File: config.mk
export PLATFORM = sky130hd
export DESIGN_NAME = boot_supervisor
export DESIGN_NICKNAME = d
export VERILOG_FILES = /design/src/rtl/boot_sup_pkg.sv /design/src/rtl/bsup_countdown.sv /design/src/rtl/bsup_power_seq.sv /design/src/rtl/boot_supervisor.sv
export SDC_FILE = /design/constraint.sdc
export NUM_CORES = 1
export LEC_CHECK = 0
export BUFFER_PORTS_ARGS = -buffer_cell sky130_fd_sc_hd__buf_4
export CAP_MARGIN = 20
export CORE_ASPECT_RATIO = 0.7
export CORE_MARGIN = 2
export CORE_UTILIZATION = 45
export DETAILED_ROUTE_END_ITERATION = 16
export GPL_TIMING_DRIVEN = 0
export MAX_ROUTING_LAYER = met4
export PLACE_DENSITY = 0.67
export SLEW_MARGIN = 5
export SYNTH_ARGS = -nofsm -noshare
export SYNTH_HDL_FRONTEND = slang
export SYNTH_SLANG_ARGS = --single-unit
File: constraint.sdc
create_clock -name clk -period 2.7 [get_ports clk]
set_input_delay 0.54 -clock clk [delete_from_list [all_inputs] [get_ports clk]]
set_output_delay 0.54 -clock clk [all_outputs]
set_load 0.05 [all_outputs]
File: src/rtl/boot_sup_pkg.sv
// Package: register addresses and bit positions shared by the supervisor.
// Assumes a 2-bit register address space with byte-wide registers.
package boot_sup_pkg;
    localparam logic [1:0] ADDR_CTRL = 2'd0;
    localparam logic [1:0] ADDR_STAT = 2'd1;
    localparam logic [1:0] ADDR_IEN  = 2'd2;

    localparam int BIT_LONG  = 4;  // general timeout length select
    localparam int BIT_WDEN  = 5;  // general countdown enable / kick
    localparam int BIT_FOEN  = 6;  // boot failover enable
    localparam int BIT_FOCLR = 7;  // boot countdown cancel for this boot
    localparam int BIT_TOUT  = 6;  // timeout flag in status and enable
endpackage

File: src/rtl/bsup_countdown.sv
// Module: loadable tick countdown with a one-cycle expiry strobe.
// Assumes load_val is never zero. Load has priority over stop. The counter
// only moves on a tick while run is high.
module bsup_countdown #(
    parameter int W = 6
) (
    input  logic         clk,
    input  logic         rst_n,
    input  logic         tick,
    input  logic         run,
    input  logic         load,
    input  logic [W-1:0] load_val,
    input  logic         stop,
    output logic         expire
);
    logic [W-1:0] cnt_q;
    logic         act_q;

    assign expire = act_q & run & tick & (cnt_q == W'(1)) & ~load & ~stop;

    // Counter: load, cancel, or count down one step per qualified tick.
    always_ff @(posedge clk) begin
        if (!rst_n) begin
            act_q <= 1'b0;
            cnt_q <= '0;
        end else if (load) begin
            act_q <= 1'b1;
            cnt_q <= load_val;
        end else if (stop) begin
            act_q <= 1'b0;
        end else if (act_q && run && tick) begin
            if (cnt_q == W'(1)) begin
                act_q <= 1'b0;
                cnt_q <= '0;
            end else begin
                cnt_q <= cnt_q - 1'b1;
            end
        end
    end

    assert_load_nonzero_R2: assert property (@(posedge clk) disable iff (!rst_n)
        load |-> (load_val != '0));
    assert_active_count_R2: assert property (@(posedge clk) disable iff (!rst_n)
        act_q |-> (cnt_q != '0));
    assert_hold_no_tick_R2: assert property (@(posedge clk) disable iff (!rst_n)
        (!tick && !load && !stop) |=> $stable(cnt_q));
endmodule

File: src/rtl/bsup_power_seq.sv
// Module: supply sequencer. Drops the supply enable on an expiry and holds
// it low for OFF_T ticks, then raises it with a one-cycle power-up strobe.
// Assumes expiry only arrives while the supply is on.
module bsup_power_seq #(
    parameter int OFF_T = 4
) (
    input  logic clk,
    input  logic rst_n,
    input  logic tick,
    input  logic expire,
    output logic supply_en,
    output logic power_up
);
    localparam int OW = $clog2(OFF_T + 1);

    logic          on_q;
    logic [OW-1:0] off_q;

    assign supply_en = on_q;
    assign power_up  = ~on_q & tick & (off_q == OW'(1));

    // Sequencer: on -> off on expiry, off -> on after OFF_T ticks.
    always_ff @(posedge clk) begin
        if (!rst_n) begin
            on_q  <= 1'b1;
            off_q <= '0;
        end else if (on_q && expire) begin
            on_q  <= 1'b0;
            off_q <= OW'(OFF_T);
        end else if (!on_q && tick) begin
            if (off_q == OW'(1)) begin
                on_q  <= 1'b1;
                off_q <= '0;
            end else begin
                off_q <= off_q - 1'b1;
            end
        end
    end

    assert_off_range_R4: assert property (@(posedge clk) disable iff (!rst_n)
        !on_q |-> (off_q != '0 && off_q <= OW'(OFF_T)));
    assert_off_hold_R4: assert property (@(posedge clk) disable iff (!rst_n)
        (!on_q && !tick) |=> !on_q);
endmodule

File: src/rtl/boot_supervisor.sv
// Module: boot watchdog top. Holds the registers, the two countdowns, the
// supply sequencer and the boot select. All state is in the always-on domain
// and is cleared only by rst_n. Assumes tick is a single-cycle strobe.
module boot_supervisor
    import boot_sup_pkg::*;
#(
    parameter int TICKS_PER_SEC = 1,
    parameter int WD_SHORT_SEC  = 30,
    parameter int WD_LONG_SEC   = 60,
    parameter int BOOT_SEC      = 30,
    parameter int OFF_TICKS     = 4
) (
    input  logic       clk,
    input  logic       rst_n,
    input  logic       tick,
    input  logic       reg_wr,
    input  logic [1:0] reg_addr,
    input  logic [7:0] reg_wdata,
    output logic [7:0] reg_rdata,
    output logic       supply_en,
    output logic       boot_alt,
    output logic       irq
);
    localparam int SHORT_T = WD_SHORT_SEC * TICKS_PER_SEC;
    localparam int LONG_T  = WD_LONG_SEC * TICKS_PER_SEC;
    localparam int BOOT_T  = BOOT_SEC * TICKS_PER_SEC;
    localparam int WD_W    = $clog2(LONG_T + 1);
    localparam int BT_W    = $clog2(BOOT_T + 1);
    localparam logic [WD_W-1:0] SHORT_LD = WD_W'(SHORT_T);
    localparam logic [WD_W-1:0] LONG_LD  = WD_W'(LONG_T);
    localparam logic [BT_W-1:0] BOOT_LD  = BT_W'(BOOT_T);

    logic long_q, wden_q, foen_q, foclr_q, tout_q, ien_q, alt_q;
    logic wr_ctrl, wr_stat, wr_ien;
    logic power_up, wd_exp, bt_exp;
    logic wd_load, wd_stop, wd_long_sel, bt_load, bt_stop;
    logic [WD_W-1:0] wd_len;
    logic unused_wdata;

    assign unused_wdata = ^reg_wdata[3:0];
    assign wr_ctrl = reg_wr & (reg_addr == ADDR_CTRL);
    assign wr_stat = reg_wr & (reg_addr == ADDR_STAT);
    assign wr_ien  = reg_wr & (reg_addr == ADDR_IEN);

    assign wd_load     = (wr_ctrl & reg_wdata[BIT_WDEN]) | (power_up & wden_q & ~wr_ctrl);
    assign wd_stop     = wr_ctrl & ~reg_wdata[BIT_WDEN];
    assign wd_long_sel = wr_ctrl ? reg_wdata[BIT_LONG] : long_q;
    assign wd_len      = wd_long_sel ? LONG_LD : SHORT_LD;
    assign bt_load     = power_up & foen_q;
    assign bt_stop     = foclr_q | (wr_ctrl & reg_wdata[BIT_FOCLR]);

    bsup_countdown #(.W(WD_W)) u_wd_cnt (
        .clk(clk), .rst_n(rst_n), .tick(tick), .run(supply_en),
        .load(wd_load), .load_val(wd_len), .stop(wd_stop), .expire(wd_exp)
    );

    bsup_countdown #(.W(BT_W)) u_boot_cnt (
        .clk(clk), .rst_n(rst_n), .tick(tick), .run(supply_en),
        .load(bt_load), .load_val(BOOT_LD), .stop(bt_stop), .expire(bt_exp)
    );

    bsup_power_seq #(.OFF_T(OFF_TICKS)) u_seq (
        .clk(clk), .rst_n(rst_n), .tick(tick), .expire(wd_exp | bt_exp),
        .supply_en(supply_en), .power_up(power_up)
    );

    // Control register: plain bits, sticky cancel bit cleared at power-up.
    always_ff @(posedge clk) begin
        if (!rst_n) begin
            long_q  <= 1'b0;
            wden_q  <= 1'b0;
            foen_q  <= 1'b0;
            foclr_q <= 1'b0;
        end else begin
            if (wr_ctrl) begin
                long_q  <= reg_wdata[BIT_LONG];
                wden_q  <= reg_wdata[BIT_WDEN];
                foen_q  <= reg_wdata[BIT_FOEN];
                foclr_q <= foclr_q | reg_wdata[BIT_FOCLR];
            end
            if (power_up) foclr_q <= 1'b0;
        end
    end

    // Timeout flag, interrupt enable and boot select in the retained domain.
    always_ff @(posedge clk) begin
        if (!rst_n) begin
            tout_q <= 1'b0;
            ien_q  <= 1'b0;
            alt_q  <= 1'b0;
        end else begin
            if (wd_exp || bt_exp)                   tout_q <= 1'b1;
            else if (wr_stat && reg_wdata[BIT_TOUT]) tout_q <= 1'b0;
            if (wr_ien)  ien_q <= reg_wdata[BIT_TOUT];
            if (bt_exp)  alt_q <= ~alt_q;
        end
    end

    // Read mux for the three registers.
    always_comb begin
        reg_rdata = '0;
        case (reg_addr)
            ADDR_CTRL: reg_rdata = {foclr_q, foen_q, wden_q, long_q, 4'b0};
            ADDR_STAT: reg_rdata[BIT_TOUT] = tout_q;
            ADDR_IEN:  reg_rdata[BIT_TOUT] = ien_q;
            default:   reg_rdata = '0;
        endcase
    end

    assign boot_alt = alt_q;
    assign irq      = tout_q & ien_q;

    assert_alt_on_cycle_R6: assert property (@(posedge clk) disable iff (!rst_n)
        !$stable(alt_q) |-> $fell(supply_en));
    assert_flag_on_cycle_R8: assert property (@(posedge clk) disable iff (!rst_n)
        $fell(supply_en) |-> tout_q);
    assert_cancel_cleared_R7: assert property (@(posedge clk) disable iff (!rst_n)
        $rose(supply_en) |-> !foclr_q);
endmodule

==> impl_metrics.toml <==
[global_route]
initial_antenna_violation_count = 0
grt_use_total_pct = 19.0
grt_max_degree = 14
first_global_vias = 1143
globalRouteOverflowTotal = 0
grt_pass1_wl_um = 5270

[clocking]
cts.reportedPaths.clkPinSlew_ps = 90
cts_repair_resize_count = 0
insertion_delay_ps = 270
holdBufCountCts = 0
tritoncts = "yes"
clock_path_buffers = 2
clockRootBuffer = "clkbuf_8"
numCtsBuffers = 3
cts_htree_levels = 1
cts_post_setup_buffers_inserted = 0
clock_sinks = 24

[worst_setup_path]
worst_ep_arrival_time_ps = 2250
critical_path_peak_fanout = 5
crit_path_cell_trace = "ha_1 -> or4b_4 -> a2111oi_4 -> a21oi_1 -> a21o_2"
criticalPathCategory = "reg -> reg"
max_stage_delay_ps = 510
timing.critical_path.required_ps = 2870
cp-end-kind = "flop"
crit_start = "u_boot_cnt.cnt_q[0]$_SDFFE_PP0P_"
regToRegStartpoint = "u_boot_cnt.cnt_q[0]$_SDFFE_PP0P_"
startpoint_type = "flop"
cpMaxStageDelayCell = "or4b_4"

[sta]
timing.slew.headroom_pct = 65.2
hold_viol_final = 0
period_share_pct = 76.8
fmax_mhz = 482
sum_of_negative_setup_slack_ps = 0
slew_violations = 0
worst_pin_slew_ps = 517
number_of_failing_setup_endpoints_in_the_final_timing_report = 0
post_layout_minimum_cycle_time_ps = 2070
rsz0062_at_grt = "false"
clock_skew_ps = 9.12
layout_setup_ws_ps = 627

[finish]
regs_by_ff_count = "u_wd_cnt.cnt_q (6), u_boot_cnt.cnt_q (5), u_seq.off_q (3)"
nFillCells = 280
post_layout_net_count = 208
finish.utilization_pct = 56.1
largest_register = "u_wd_cnt.cnt_q"
layout-area-overhead-vs-synth_pct = 16.2
antennaDiodeCount = 0
number_of_flip_flops_in_the_largest_register = 6
drive_above_1_share_pct = 20.3
postLayoutCellArea_um2 = 1610

[power_and_ir_drop]
static-leakage-power_nw = 0.582
vdd_ir_drop_max_mv = 0.264
power_per_cell_area_nw_per_um2 = 435

[synthesis]
post_synth_instance_area_um2 = 1380
ys_seq_elements = 24
synth_largest_type_area_fraction_pct = 34.8
yosys_warnings = 0
synth_area_per_cell_um2 = 8.38
number_of_distinct_standard_cells_referenced_by_the_synthesized_netlist = 45
ys_seq_area_share_pct = 34.8
syn-instance-count = 165
synth_area_leader_cell = "dfxtp_1"
post_synth_main_area_contributors = "dfxtp_1 (35%), a21oi_1 (7.6%), ha_1 (5.4%)"

[drt]
detail_route.wl_per_cell_um = 14.0
antenna_violating_nets_post_route = 0
drt_iter0_drc = 60
vias = 1280
drcViolationCount = 0
drt-pass1-iter-count = 4
postRouteWirelength_um = 3130
detail_route.vias_per_cell = 5.74

[place]
globalplace.congestion = 0.881
pre_cts_setup_slack_ps = 577
io_buffer_count = 15
postPlaceCellArea_um2 = 1550
hpwlAfterDp_um = 2360

[run_status]
outcome = "finished clean"

[flow_run]
number_of_maximum_capacitance_constraint_violations = 0

[die]
chipHeight_um = 50.4
die_width_um = 70.3
initial_core_utilization_pct = 48.3
io_pins = 25
design.die.area_um2 = 3540
row_count = 16
placeableCoreArea_um2 = 2860

[hold_path]
min_from = "u_boot_cnt.act_q$_SDFFE_PN0P_"
min-delay-path-class = "reg -> reg"
==> cell usage after synthesis (all sizes together) <==
library cell	instances
nor2	13
buf	6
a31o	1
or4b	1
clkbuf	2
nor3	3
nand2	19
a32oi	1
a21oi	21
o41ai	1
or3b	1
mux2	2
nand3	6
a21o	1
nand3b	1
a211o	1
dfxtp	24
o31ai	1
o31a	1
a21boi	1
ha	6
xnor2	1
nor3b	2
a311oi	1
a22oi	1
and4bb	1
a2111oi	1
and3	3
and2	6
a221oi	3
nor4	1
mux2i	3
inv	9
a31oi	4
nand2b	2
conb	1
or3	1
a211oi	1
nor2b	3
o21ai	5
nor4b	2
nand4b	1
==> cells in the final DEF (no fill, tap or decap), types with 2 or more instances in the layout <==
master    instances
a21oi_1          21
a221oi_1          3
a31oi_1           4
and2_1            6
and3_2            2
buf_2             2
buf_4            19
clkbuf_1          2
clkbuf_8          4
conb_1            4
dfxtp_1          24
ha_1              6
inv_1             9
mux2_2            2
mux2i_1           3
nand2_1          19
nand2b_1          2
nand3_1           6
nor2_1           13
nor2b_1           3
nor3_1            3
nor4b_1           2
o21ai_0           5
==> power breakdown <==
part / total, mW / internal (mW) / leakage, nW / switching, mW
registers: 0.368 / 0.361 / 0.194 / 0.00735
clock network: 0.245 / 0.130 / 0.0288 / 0.115
logic: 0.0859 / 0.0325 / 0.359 / 0.0534
total: 0.699 / 0.523 / 0.582 / 0.176
==> logic make-up after synthesis <==
family          count (synthesis)  share of synthesized area [%]
compound gates                 45                           23.4
xor+xnor                        1                          0.634
fa+ha+maj                       6                           5.43
buf+inv                        17                           5.88
flops                          24                           34.8
mux                             5                           3.80
other cells                     1                          0.271
simple gates                   66                           25.8
==> per-layer routing <==
layer,global-route usage [%],part of all wire [%],vias up
li1,-,-,629
met1,25.4,52,613
met2,30.3,43,36
met3,4.42,4.9,2
met4,2.88,0.35,0
met5,-,0,-
==> metrics by stage <==
step           hold WS, ps  instances  total power [mW]
3_3_place_gp           448        219             0.458
5_1_grt                491        223             0.731
6_report               471        223             0.699
4_1_cts                470        223             0.702
2_1_floorplan          435        168             0.433
3_5_place_dp           455        219             0.460
==> critical path: cells and delay by family, from the launching register on <==
kind	cells	cell delay, ps
compound gates	3	860
fa+ha+maj	1	210
flops	1	410
simple gates	1	510
==> worst paths after layout <==
kind	cells after the start	slack [ps]	end
worst min-delay path	2	470	u_boot_cnt.act_q$_SDFFE_PN0P_
worst max register to register	5	630	u_seq.supply_en$_SDFFE_PN1P_
worst max-delay path	5	630	u_seq.supply_en$_SDFFE_PN1P_
worst min register to register	2	470	u_boot_cnt.act_q$_SDFFE_PN0P_
==> area by class of cell <==
class | instances | area, um^2 | area share [%]
Buffer | 8 | 47.5 | 2.96
Clock buffer | 4 | 55.1 | 3.43
Inverter | 9 | 33.8 | 2.10
Multi-Input combinational cell | 127 | 832 | 51.8
Sequential cell | 24 | 480 | 29.9
Tap cell | 36 | 45.0 | 2.80
Timing Repair Buffer | 15 | 113 | 7.01
No activity file was read; power rests on OpenSTA's default activity.
